### config.mk
export PLATFORM = sky130hd
export DESIGN_NAME = mprx_top
export DESIGN_NICKNAME = d
export VERILOG_FILES = /design/src/rtl/mprx_pkg.sv /design/src/rtl/mprx_ctrl.sv /design/src/rtl/mprx_shifter.sv /design/src/rtl/mprx_filter.sv /design/src/rtl/mprx_top.sv
export SDC_FILE = /design/constraint.sdc
export NUM_CORES = 1
export LEC_CHECK = 0
export BUFFER_PORTS_ARGS = -buffer_cell sky130_fd_sc_hd__buf_2
export CELL_PAD_IN_SITES_DETAIL_PLACEMENT = 0
export CELL_PAD_IN_SITES_GLOBAL_PLACEMENT = 1
export CORE_MARGIN = 4
export CORE_UTILIZATION = 25
export CTS_CLUSTER_DIAMETER = 120
export DETAILED_ROUTE_END_ITERATION = 7
export GPL_ROUTABILITY_DRIVEN = 0
export HOLD_SLACK_MARGIN = 0.02
export PLACE_DENSITY = 0.55
export SYNTH_ARGS = -nofsm -noshare
export SYNTH_HDL_FRONTEND = slang
export SYNTH_SLANG_ARGS = --single-unit
### constraint.sdc
create_clock -name clk -period 3.3 [get_ports clk]
set_clock_uncertainty 0.15 [all_clocks]
set_input_delay 0 -clock clk [delete_from_list [all_inputs] [get_ports clk]]
set_output_delay 0 -clock clk [all_outputs]
set_load 0.1 [all_outputs]
### src/rtl/mprx_pkg.sv
package mprx_pkg;

    typedef enum logic [2:0] {
        ST_IDLE,
        ST_START,
        ST_DATA,
        ST_MPB,
        ST_STOP
    } rx_state_t;

endpackage

### src/rtl/mprx_ctrl.sv
module mprx_ctrl
    import mprx_pkg::*;
#(
    parameter int OVERSAMPLE = 16,
    parameter int DATA_BITS  = 8
) (
    input  logic      clk,
    input  logic      rst_n,
    input  logic      armed,
    input  logic      baud_tick,
    input  logic      rx_in,
    output logic      smp_data,
    output logic      smp_mp,
    output logic      smp_stop,
    output rx_state_t state_o
);

    localparam int CNT_W = $clog2(OVERSAMPLE);
    localparam int BIT_W = $clog2(DATA_BITS + 1);
    localparam logic [CNT_W-1:0] OS_LAST = CNT_W'(OVERSAMPLE - 1);
    localparam logic [CNT_W-1:0] OS_HALF = CNT_W'(OVERSAMPLE / 2 - 1);
    localparam logic [BIT_W-1:0] BIT_LAST = BIT_W'(DATA_BITS - 1);

    rx_state_t        state, state_n;
    logic [CNT_W-1:0] os_cnt;
    logic [BIT_W-1:0] bit_cnt;
    logic             at_mid;

    assign at_mid  = baud_tick && (os_cnt == OS_LAST);
    assign state_o = state;

    // next-state logic
    always_comb begin
        state_n = state;
        unique case (state)
            ST_IDLE:  if (baud_tick && !rx_in) state_n = ST_START;
            ST_START: if (baud_tick && os_cnt == OS_HALF)
                          state_n = rx_in ? ST_IDLE : ST_DATA;
            ST_DATA:  if (at_mid && bit_cnt == BIT_LAST) state_n = ST_MPB;
            ST_MPB:   if (at_mid) state_n = ST_STOP;
            ST_STOP:  if (at_mid) state_n = ST_IDLE;
            default:  state_n = ST_IDLE;
        endcase
        if (!armed) state_n = ST_IDLE;
    end

    // state register
    always_ff @(posedge clk or negedge rst_n) begin
        if (!rst_n) state <= ST_IDLE;
        else        state <= state_n;
    end

    // oversample and bit counters
    always_ff @(posedge clk or negedge rst_n) begin
        if (!rst_n) begin
            os_cnt  <= '0;
            bit_cnt <= '0;
        end else begin
            if (!armed || state_n != state)
                os_cnt <= '0;
            else if (baud_tick)
                os_cnt <= (os_cnt == OS_LAST) ? '0 : os_cnt + 1'b1;

            if (state != ST_DATA)
                bit_cnt <= '0;
            else if (smp_data)
                bit_cnt <= bit_cnt + 1'b1;
        end
    end

    // sample strobes
    always_comb begin
        smp_data = 1'b0;
        smp_mp   = 1'b0;
        smp_stop = 1'b0;
        if (armed && at_mid) begin
            unique case (state)
                ST_DATA: smp_data = 1'b1;
                ST_MPB:  smp_mp   = 1'b1;
                ST_STOP: smp_stop = 1'b1;
                default: ;
            endcase
        end
    end

    assert_abort_idle_R9: assert property (@(posedge clk) disable iff (!rst_n)
        !armed |=> state == ST_IDLE);

    assert_one_strobe_R4: assert property (@(posedge clk) disable iff (!rst_n)
        $onehot0({smp_data, smp_mp, smp_stop}));

    assert_bit_range_R4: assert property (@(posedge clk) disable iff (!rst_n)
        state == ST_DATA |-> bit_cnt < BIT_W'(DATA_BITS));

    assert_false_start_R3: assert property (@(posedge clk) disable iff (!rst_n)
        (state == ST_START && armed && baud_tick && os_cnt == OS_HALF && rx_in)
        |=> state == ST_IDLE);

endmodule

### src/rtl/mprx_shifter.sv
module mprx_shifter #(
    parameter int DATA_BITS = 8
) (
    input  logic                 clk,
    input  logic                 rst_n,
    input  logic                 rx_in,
    input  logic                 smp_data,
    input  logic                 smp_mp,
    output logic [DATA_BITS-1:0] word_o,
    output logic                 tag_o
);

    always_ff @(posedge clk or negedge rst_n) begin
        if (!rst_n) begin
            word_o <= '0;
            tag_o  <= 1'b0;
        end else begin
            if (smp_data) word_o <= {rx_in, word_o[DATA_BITS-1:1]};
            if (smp_mp)   tag_o  <= rx_in;
        end
    end

endmodule

### src/rtl/mprx_filter.sv
module mprx_filter #(
    parameter int DATA_BITS = 8
) (
    input  logic                 clk,
    input  logic                 rst_n,
    input  logic                 smp_stop,
    input  logic                 rx_in,
    input  logic [DATA_BITS-1:0] word_i,
    input  logic                 tag_i,
    input  logic                 data_en,
    output logic [DATA_BITS-1:0] rx_buf,
    output logic                 id_flag,
    output logic                 frame_err,
    output logic                 done_irq
);

    logic accept_id, accept_data, bad_stop;

    always_comb begin
        bad_stop    = smp_stop && !rx_in;
        accept_id   = smp_stop && rx_in && tag_i;
        accept_data = smp_stop && rx_in && !tag_i && data_en;
    end

    always_ff @(posedge clk or negedge rst_n) begin
        if (!rst_n) begin
            rx_buf    <= '0;
            id_flag   <= 1'b0;
            frame_err <= 1'b0;
            done_irq  <= 1'b0;
        end else begin
            done_irq <= accept_id || accept_data;
            if (bad_stop)                    frame_err <= 1'b1;
            else if (smp_stop)               frame_err <= 1'b0;
            if (accept_id || accept_data)    rx_buf    <= word_i;
            if (accept_id)                   id_flag   <= 1'b1;
            else if (accept_data)            id_flag   <= 1'b0;
        end
    end

    assert_irq_no_err_R8: assert property (@(posedge clk) disable iff (!rst_n)
        done_irq |-> !frame_err);

    assert_irq_pulse_R5: assert property (@(posedge clk) disable iff (!rst_n)
        done_irq |=> !done_irq);

    assert_data_gate_R7: assert property (@(posedge clk) disable iff (!rst_n)
        (done_irq && !id_flag) |-> $past(data_en));

    assert_buf_hold_R7: assert property (@(posedge clk) disable iff (!rst_n)
        !done_irq |-> $stable(rx_buf));

    assert_id_rise_R5: assert property (@(posedge clk) disable iff (!rst_n)
        $rose(id_flag) |-> done_irq);

endmodule

### src/rtl/mprx_top.sv
module mprx_top
    import mprx_pkg::*;
#(
    parameter int OVERSAMPLE = 16,
    parameter int DATA_BITS  = 8
) (
    input  logic                 clk,
    input  logic                 rst_n,
    input  logic                 rx_in,
    input  logic                 baud_tick,
    input  logic                 pwr_en,
    input  logic                 mp_mode,
    input  logic                 rx_en,
    input  logic                 data_en,
    output logic [DATA_BITS-1:0] rx_buf,
    output logic                 id_flag,
    output logic                 frame_err,
    output logic                 done_irq
);

    logic                 armed;
    logic                 smp_data, smp_mp, smp_stop;
    logic [DATA_BITS-1:0] word;
    logic                 tag;
    rx_state_t            state;

    assign armed = pwr_en && mp_mode && rx_en;

    mprx_ctrl #(.OVERSAMPLE(OVERSAMPLE), .DATA_BITS(DATA_BITS)) u_ctrl (
        .clk(clk), .rst_n(rst_n), .armed(armed), .baud_tick(baud_tick),
        .rx_in(rx_in), .smp_data(smp_data), .smp_mp(smp_mp),
        .smp_stop(smp_stop), .state_o(state)
    );

    mprx_shifter #(.DATA_BITS(DATA_BITS)) u_shift (
        .clk(clk), .rst_n(rst_n), .rx_in(rx_in), .smp_data(smp_data),
        .smp_mp(smp_mp), .word_o(word), .tag_o(tag)
    );

    mprx_filter #(.DATA_BITS(DATA_BITS)) u_filt (
        .clk(clk), .rst_n(rst_n), .smp_stop(smp_stop), .rx_in(rx_in),
        .word_i(word), .tag_i(tag), .data_en(data_en), .rx_buf(rx_buf),
        .id_flag(id_flag), .frame_err(frame_err), .done_irq(done_irq)
    );

    assert_disarmed_quiet_R2: assert property (@(posedge clk) disable iff (!rst_n)
        (!armed && state == ST_IDLE) |=> !done_irq);

endmodule

==> metrics.md, run 1 <==
| Metric | Value |
|---|---|
| CTS tree | done |
| Yosys top cell area share | 51.5% |
| P_leak | 0.816 nW |
| Worst path required time | 3.31 ns |
| Synth Area in XOR/XNOR | 2.33% |
| Die width | 85.6 um |
| Period utilization | 67.4% |
| Hpwl dp | 2230 um |
| Reg2reg path depth | 4 |
| Reg clk slew, reported paths | 0.07 ns |
| Worst setup EP type | register |
| Core ar. | 5890 um2 |
| Pwr dens | 387 nW/um2 |
| WP data arrival | 2.24 ns |
| Post-cts sizing count | 0 |
| Kind of critical path | register to register |
| Crit path max fanout | 10 |
| Warnings, synthesis | 0 |
| Util after Layout | 31.3% |
| Diode count | 0 |
| Initial antenna violation count | 0 |
| Num CTS Buffers | 5 |
| Unrepaired setup endpoints after global routing | false |
| Largest net degree at the start of global routing | 32 |
| Yosys reg bits | 31 |
| Sequential area share after synthesis | 51.5% |
| R2R Path End | u_filt.rx_buf[3] |
| Adder-Cell Fraction of Synth Area | 1.66% |
| Maximum vdd drop | 0.182 mV |
| Worst-margin pin slew | 0.694 ns |
| Final #Nets | 169 |
| H-tree depth | 2 |
| Layout Cells excl Fill | 235 |
| R2R setup slack | 1.08 ns |
| Worst Hold Class | input pin to register |
| Total gr overflow | 0 |
| Synth Area per Inst | 11.6 um2 |
| Hold path start | pwr_en |
| Die ar. | 7330 um2 |
| DR vias/cell | 4.91 |
| Inst Count DP | 219 |
| 1st-pass router iterations | 4 |
| All-Layer GR Usage | 9.76% |
| P&R area growth vs syn | 22.3% |
| CTS Root Cell | clkbuf_8 |
| Syn_nets | 140 |
| Met3 wire length | 164 um |
| Clock period minus final worst setup slack | 2.22 ns |
| Routed WL | 3260 um |
| Cell Area, Synth | 1510 um2 |
| Pins Over Slew Limit | 0 |
| Hold EP | u_ctrl.state_o[1] |
| Setup tns final | 0 ns |
| Simple-gate share of the synthesized area | 17.4% |
| Share of cells above drive strength 1 | 31.3% |
| Achievable Freq | 450 MHz |
| Die Y-Extent | 85.6 um |
| Vias in the first global route | 1236 |
| Clk Latency, worst-skew pair | 0.28 ns |
| CTS Buffer Depth | 2 |
| Clk sinks | 31 |
| Remaining DRCs | 0 |
| Final-report hold violation count | 0 |
| WL met2 | 1570 um |
| Final setup fails | 0 |
| Hold Crit Depth | 4 |
| Largest family of logic cells by synthesized area | simple AND/OR/NAND/NOR gates |
| Kind of start point of the critical path | register |
| Synth area leader | dfrtp_1 |
| Count of cell types in the netlist | 37 |
| Initial core utilization | 25.6% |
| First-pass GRT wire length | 5760 um |
| DR vias | 1153 |
| Met1 wire length | 1490 um |
| DR WL/cell | 13.9 um |
| Outcome | finished clean |
| Final ANT Viol Nets | 0 |
| Synth top area cells | dfrtp_1, mux2_2, a21oi_1, a211oi_1, nand2_1 |
| Synth Instances | 130 |
| Filler Cells Inserted | 619 |
| Worst slew margin | 53.7% |
| Max Cap Violations | 0 |
| Post-synthesis mux area share | 14.1% |
| DRT iter0 DRCs | 55 |
| Max Used Layer | met4 |
| I/O pin count | 19 |
| Synth Area in Compound Gates | 10.9% |
| Row count | 28 |
| I/O Buffers | 18 |
| R2r startpoint | u_ctrl.os_cnt[0] |
## what timing repair did
| item | in CTS | in global routing |
|---|---|---|
| endpoints found under the hold margin | 40 | 0 |
| hold buffers | 8 | 0 |
| setup buffers | 0 | 0 |
## registers in the layout (all words and copies together), names as in the netlist
name,cells
u_filt.id_flag,1
u_ctrl.state_o,3
u_ctrl.os_cnt,4
u_filt.done_irq,1
u_shift.tag_o,1
u_filt.rx_buf,8
u_ctrl.bit_cnt,4
u_filt.frame_err,1
u_shift.word_o,8
## layout by cell type, fill, tap and decap left out, types with 2 or more instances in the layout
cell and n:
a21oi_1 8, nand4b_1 3, nand2_1 8, o21a_1 2, nor4_1 2, ha_1 2
inv_1 4, and3_1 2, clkbuf_8 5, nor2_1 8, dfrtp_1 31, mux2_2 18
a211oi_1 5, o21ai_0 4, clkinvlp_4 2, buf_2 18, nand3b_1 2, nand3_1 2
nor3_1 3, xnor2_1 3, dlygate4sd3_1 8, a31oi_1 3
## stage by stage
step | hold slack (ns) | cell area, um2 | setup slack (ns) | power (mW)
3_5_place_dp | -0.0451 | 1670 | 1.05 | 0.422
4_1_cts | 0.0764 | 1840 | 1.05 | 0.727
2_1_floorplan | -0.446 | 1510 | 1.33 | 0.404
3_3_place_gp | -0.0620 | 1670 | 1.10 | 0.421
6_report | 0.0821 | 1840 | 1.08 | 0.713
5_1_grt | 0.123 | 1840 | 0.907 | 0.755
## logic make-up after synthesis
kind of cell,after synthesis
AOI/OAI and AO/OA,26
xor gates and xnor gates,4
adders and majority gates,2
buffers and inverters,8
DFF,31
muxes,19
and+or+nand+nor,40
## worst max-delay path: stages, from the launching register on
cell and delay (ns):
dfrtp_1 0.41, ha_1 0.32, nand4_4 0.22, nor4_4 0.61, mux2_2 0.40
## power by group
part | switching (mW) | total (mW) | leakage [nW] | internal (mW)
logic | 0.0232 | 0.0376 | 0.343 | 0.0144
registers | 0.00196 | 0.383 | 0.433 | 0.381
clock network | 0.146 | 0.293 | 0.0402 | 0.146
## cells in the mapped netlist (all sizes together)
library cell,number
nor4,3
mux2,18
and4,1
a311oi,1
ha,2
nor3,4
o21a,2
o31a,1
dfrtp,31
and3,3
nand3b,2
xnor2,3
nand2b,1
o22ai,1
nand4,2
nand4bb,1
nand2,8
inv,4
a21oi,8
a211oi,5
nand4b,3
o21ai,4
xor2,1
clkbuf,3
nor2,8
a31oi,3
a22o,1
buf,1
nand3,3
or3,1
mux2i,1
## cell type report
class	instances	area, um2	area share (%)
Timing Repair Buffer	26	170	9.24
Tap cell	75	93.8	5.10
Multi-Input combinational cell	91	698	37.9
Sequential cell	31	776	42.1
Clock buffer	5	68.8	3.74
Inverter	4	15.0	0.815
Clock inverter	3	20.0	1.09
## worst max-delay path by stage
stage	startpoint	end	slack, ns	cells past startpoint
floorplan	u_ctrl.os_cnt[0]	u_filt.rx_buf[0]	1.33	4
global placement	u_ctrl.os_cnt[0]	u_filt.rx_buf[7]	1.10	4
detailed placement	u_ctrl.os_cnt[0]	u_filt.rx_buf[7]	1.05	4
CTS	u_ctrl.os_cnt[0]	u_filt.rx_buf[2]	1.05	4
global route	u_ctrl.os_cnt[0]	u_filt.rx_buf[3]	0.91	4
finish	u_ctrl.os_cnt[0]	u_filt.rx_buf[3]	1.08	4
## metal layers
metal	global-route usage, %	vias up
li1	-	537
met1	13.0	575
met2	15.5	35
met3	2.69	6
met4	3.02	0
met5	0	-
No activity file was read; power rests on OpenSTA's default activity.
==> run 2: changes to the inputs <==
clock period = 2.3 ns   (was 3.3 ns; I/O delays follow)
==> metrics.md, run 2 (synthesis results as in run 1) <==
| Metric | Value |
|---|---|
| Outcome | finished clean |
| Final setup fails | 0 (unchanged) |
| Achievable Freq | 480 MHz (+6.8%) |
| H-tree depth | 2 (unchanged) |
| Worst setup EP type | register |
| Post-Layout Inst Area | 1860 um2 (+1.0%) |
| Commonest cells after routing, fill and taps aside | dfrtp_1, mux2_2, buf_2 |
| Hold path start | pwr_en |
| Setup tns final | 0 ns (unchanged) |
| DR WL/cell | 13.7 um (-0.93%) |
| I/O Buffers | 18 (unchanged) |
| Tot Pwr | 1.02 mW (+43%) |
| R2r startpoint | u_ctrl.os_cnt[0] |
| CTS Root Cell | clkbuf_8 |
| Row count | 28 (unchanged) |
| Worst slew margin | 52.9% (-0.85 points) |
| Max Cap Violations | 0 (unchanged) |
| Clk Latency, worst-skew pair | 0.28 ns (about the same) |
| 1st-pass router iterations | 4 (unchanged) |
| Filler Cells Inserted | 619 (unchanged) |
| Clock period minus final worst setup slack | 2.08 ns (-0.141 ns) |
| Pins Over Slew Limit | 0 (unchanged) |
| Pwr dens | 547 nW/um2 (+41%) |
| Final ANT Viol Nets | 0 (unchanged) |
| WP data arrival | 2.09 ns (-0.15 ns) |
| Maximum vdd drop | 0.250 mV (+37%) |
| I/O pin count | 19 (unchanged) |
| Largest registers | u_filt.rx_buf: 8 flops, u_shift.word_o: 8 flops |
| P_leak | 0.833 nW (+2.2%) |
| Remaining DRCs | 0 (unchanged) |
| Largest net degree at the start of global routing | 32 (unchanged) |
| Commonest non-fill, non-tap cell in the layout | dfrtp_1 |
| All-Layer GR Usage | 10.1% (+0.33 points) |
| R2R Path End | u_filt.rx_buf[2] |
| Hold Crit Depth | 4 (unchanged) |
| DRT iter0 DRCs | 72 (+31%) |
| Die width | 85.6 um (unchanged) |
| P&R area growth vs syn | 23.5% |
| Period utilization | 90.5% (+23 points) |
| Kind of critical path | register to register |
| Worst Hold Class | input pin to register |
| Worst path required time | 2.31 ns (-1.00 ns) |
| Kind of start point of the critical path | register |
| Die ar. | 7330 um2 (unchanged) |
| Initial antenna violation count | 0 (unchanged) |
| Share of cells above drive strength 1 | 31.9% (+0.65 points) |
| Hpwl dp | 2260 um (+1.4%) |
| Unrepaired setup endpoints after global routing | false |
| Final #Nets | 172 (+1.8%) |
| Total gr overflow | 0 (unchanged) |
| CTS Buffer Depth | 2 (unchanged) |
| Reg2reg path depth | 5 (+1) |
| Worst-margin pin slew | 0.707 ns (+0.0128 ns) |
| Routed WL | 3270 um (+0.34%) |
| CTS tree | done |
| First-pass GRT wire length | 5840 um (+1.3%) |
| Num CTS Buffers | 5 (unchanged) |
| Vias in the first global route | 1200 (-2.9%) |
| Reg clk slew, reported paths | 0.07 ns (about the same) |
| Clk sinks | 31 (unchanged) |
| Final-report hold violation count | 0 (unchanged) |
| R2R setup slack | 0.22 ns (-0.86 ns) |
| Core ar. | 5890 um2 (unchanged) |
| DR vias | 1134 (-1.6%) |
| Hold EP | u_ctrl.state_o[1] |
| Crit path max fanout | 10 (unchanged) |
| Initial core utilization | 25.6% (unchanged) |
| Die Y-Extent | 85.6 um (unchanged) |
| Diode count | 0 (unchanged) |
| Post-DP Area | 1700 um2 (+1.3%) |
| DR vias/cell | 4.76 (-2.9%) |
-- run 2: cell types whose count changed in the layout (fill, tap and decap cells not counted), sizes merged --
| cell | delta |
|---|---|
| clkinvlp | -1 |
| buf | +3 |
| clkbuf | +1 |
-- run 2: final cells by class --
| class | instances | area, um2 | area share (%) |
|---|---|---|---|
| Inverter | 4 | 15.0 | 0.807 |
| Timing Repair Buffer | 29 | 193 | 10.4 |
| Tap cell | 75 | 93.8 | 5.04 |
| Sequential cell | 31 | 776 | 41.7 |
| Multi-Input combinational cell | 91 | 698 | 37.5 |
| Clock inverter | 2 | 12.5 | 0.672 |
| Clock buffer | 6 | 72.6 | 3.90 |
-- run 2: through the flow --
step,hold slack (ns),setup WS (ns),instances,utilization [%]
after detailed placement,-0.0538,0.211,222,28.8
final,0.101,0.218,238,31.6
after floorplan,-0.446,0.329,130,-
after global routing,0.174,0.0339,238,31.6
after CTS,0.0960,0.197,238,31.6
after global placement,-0.0549,0.281,222,28.8
-- run 2: critical path: stages (launching register included) --
cell and delay (ns):
dfrtp_1 0.41, ha_1 0.33, nand4_4 0.23, nor4_4 0.29, buf_4 0.21, mux2_2 0.34
-- run 2: worst max path at each step --
| stage | from | to | cells after the start |
|---|---|---|---|
| global placement | u_ctrl.os_cnt[0] | u_filt.rx_buf[7] | 5 |
| floorplan | u_ctrl.os_cnt[0] | u_filt.rx_buf[0] | 4 |
| finish | u_ctrl.os_cnt[0] | u_filt.rx_buf[2] | 5 |
| CTS | u_ctrl.os_cnt[0] | u_ctrl.os_cnt[0] | 5 |
| detailed placement | u_ctrl.os_cnt[0] | u_filt.rx_buf[2] | 5 |
| global route | u_ctrl.os_cnt[0] | u_filt.frame_err | 5 |
-- run 2: layer usage --
layer	up-vias	GRT usage (%)	routed length, um
li1	545	-	-
met1	553	13.3	1550
met2	29	16.0	1510
met3	7	2.98	158
met4	0	3.02	48
met5	-	0	0
-- run 2: repair_timing --
action                                 4_1_cts  5_1_grt
setup endpoints to repair                    0        4
hold buffers                                 8        0
gates resized for setup                      0        1
setup buffers                                0        0
endpoints found under the hold margin       40        0
-- run 2: power by group --
part | internal [mW] | switching [mW] | total, mW
Sequential | 0.547 | 0.00273 | 0.549
Clock | 0.211 | 0.202 | 0.413
Combinational | 0.0208 | 0.0341 | 0.0549
Total | 0.779 | 0.238 | 1.02
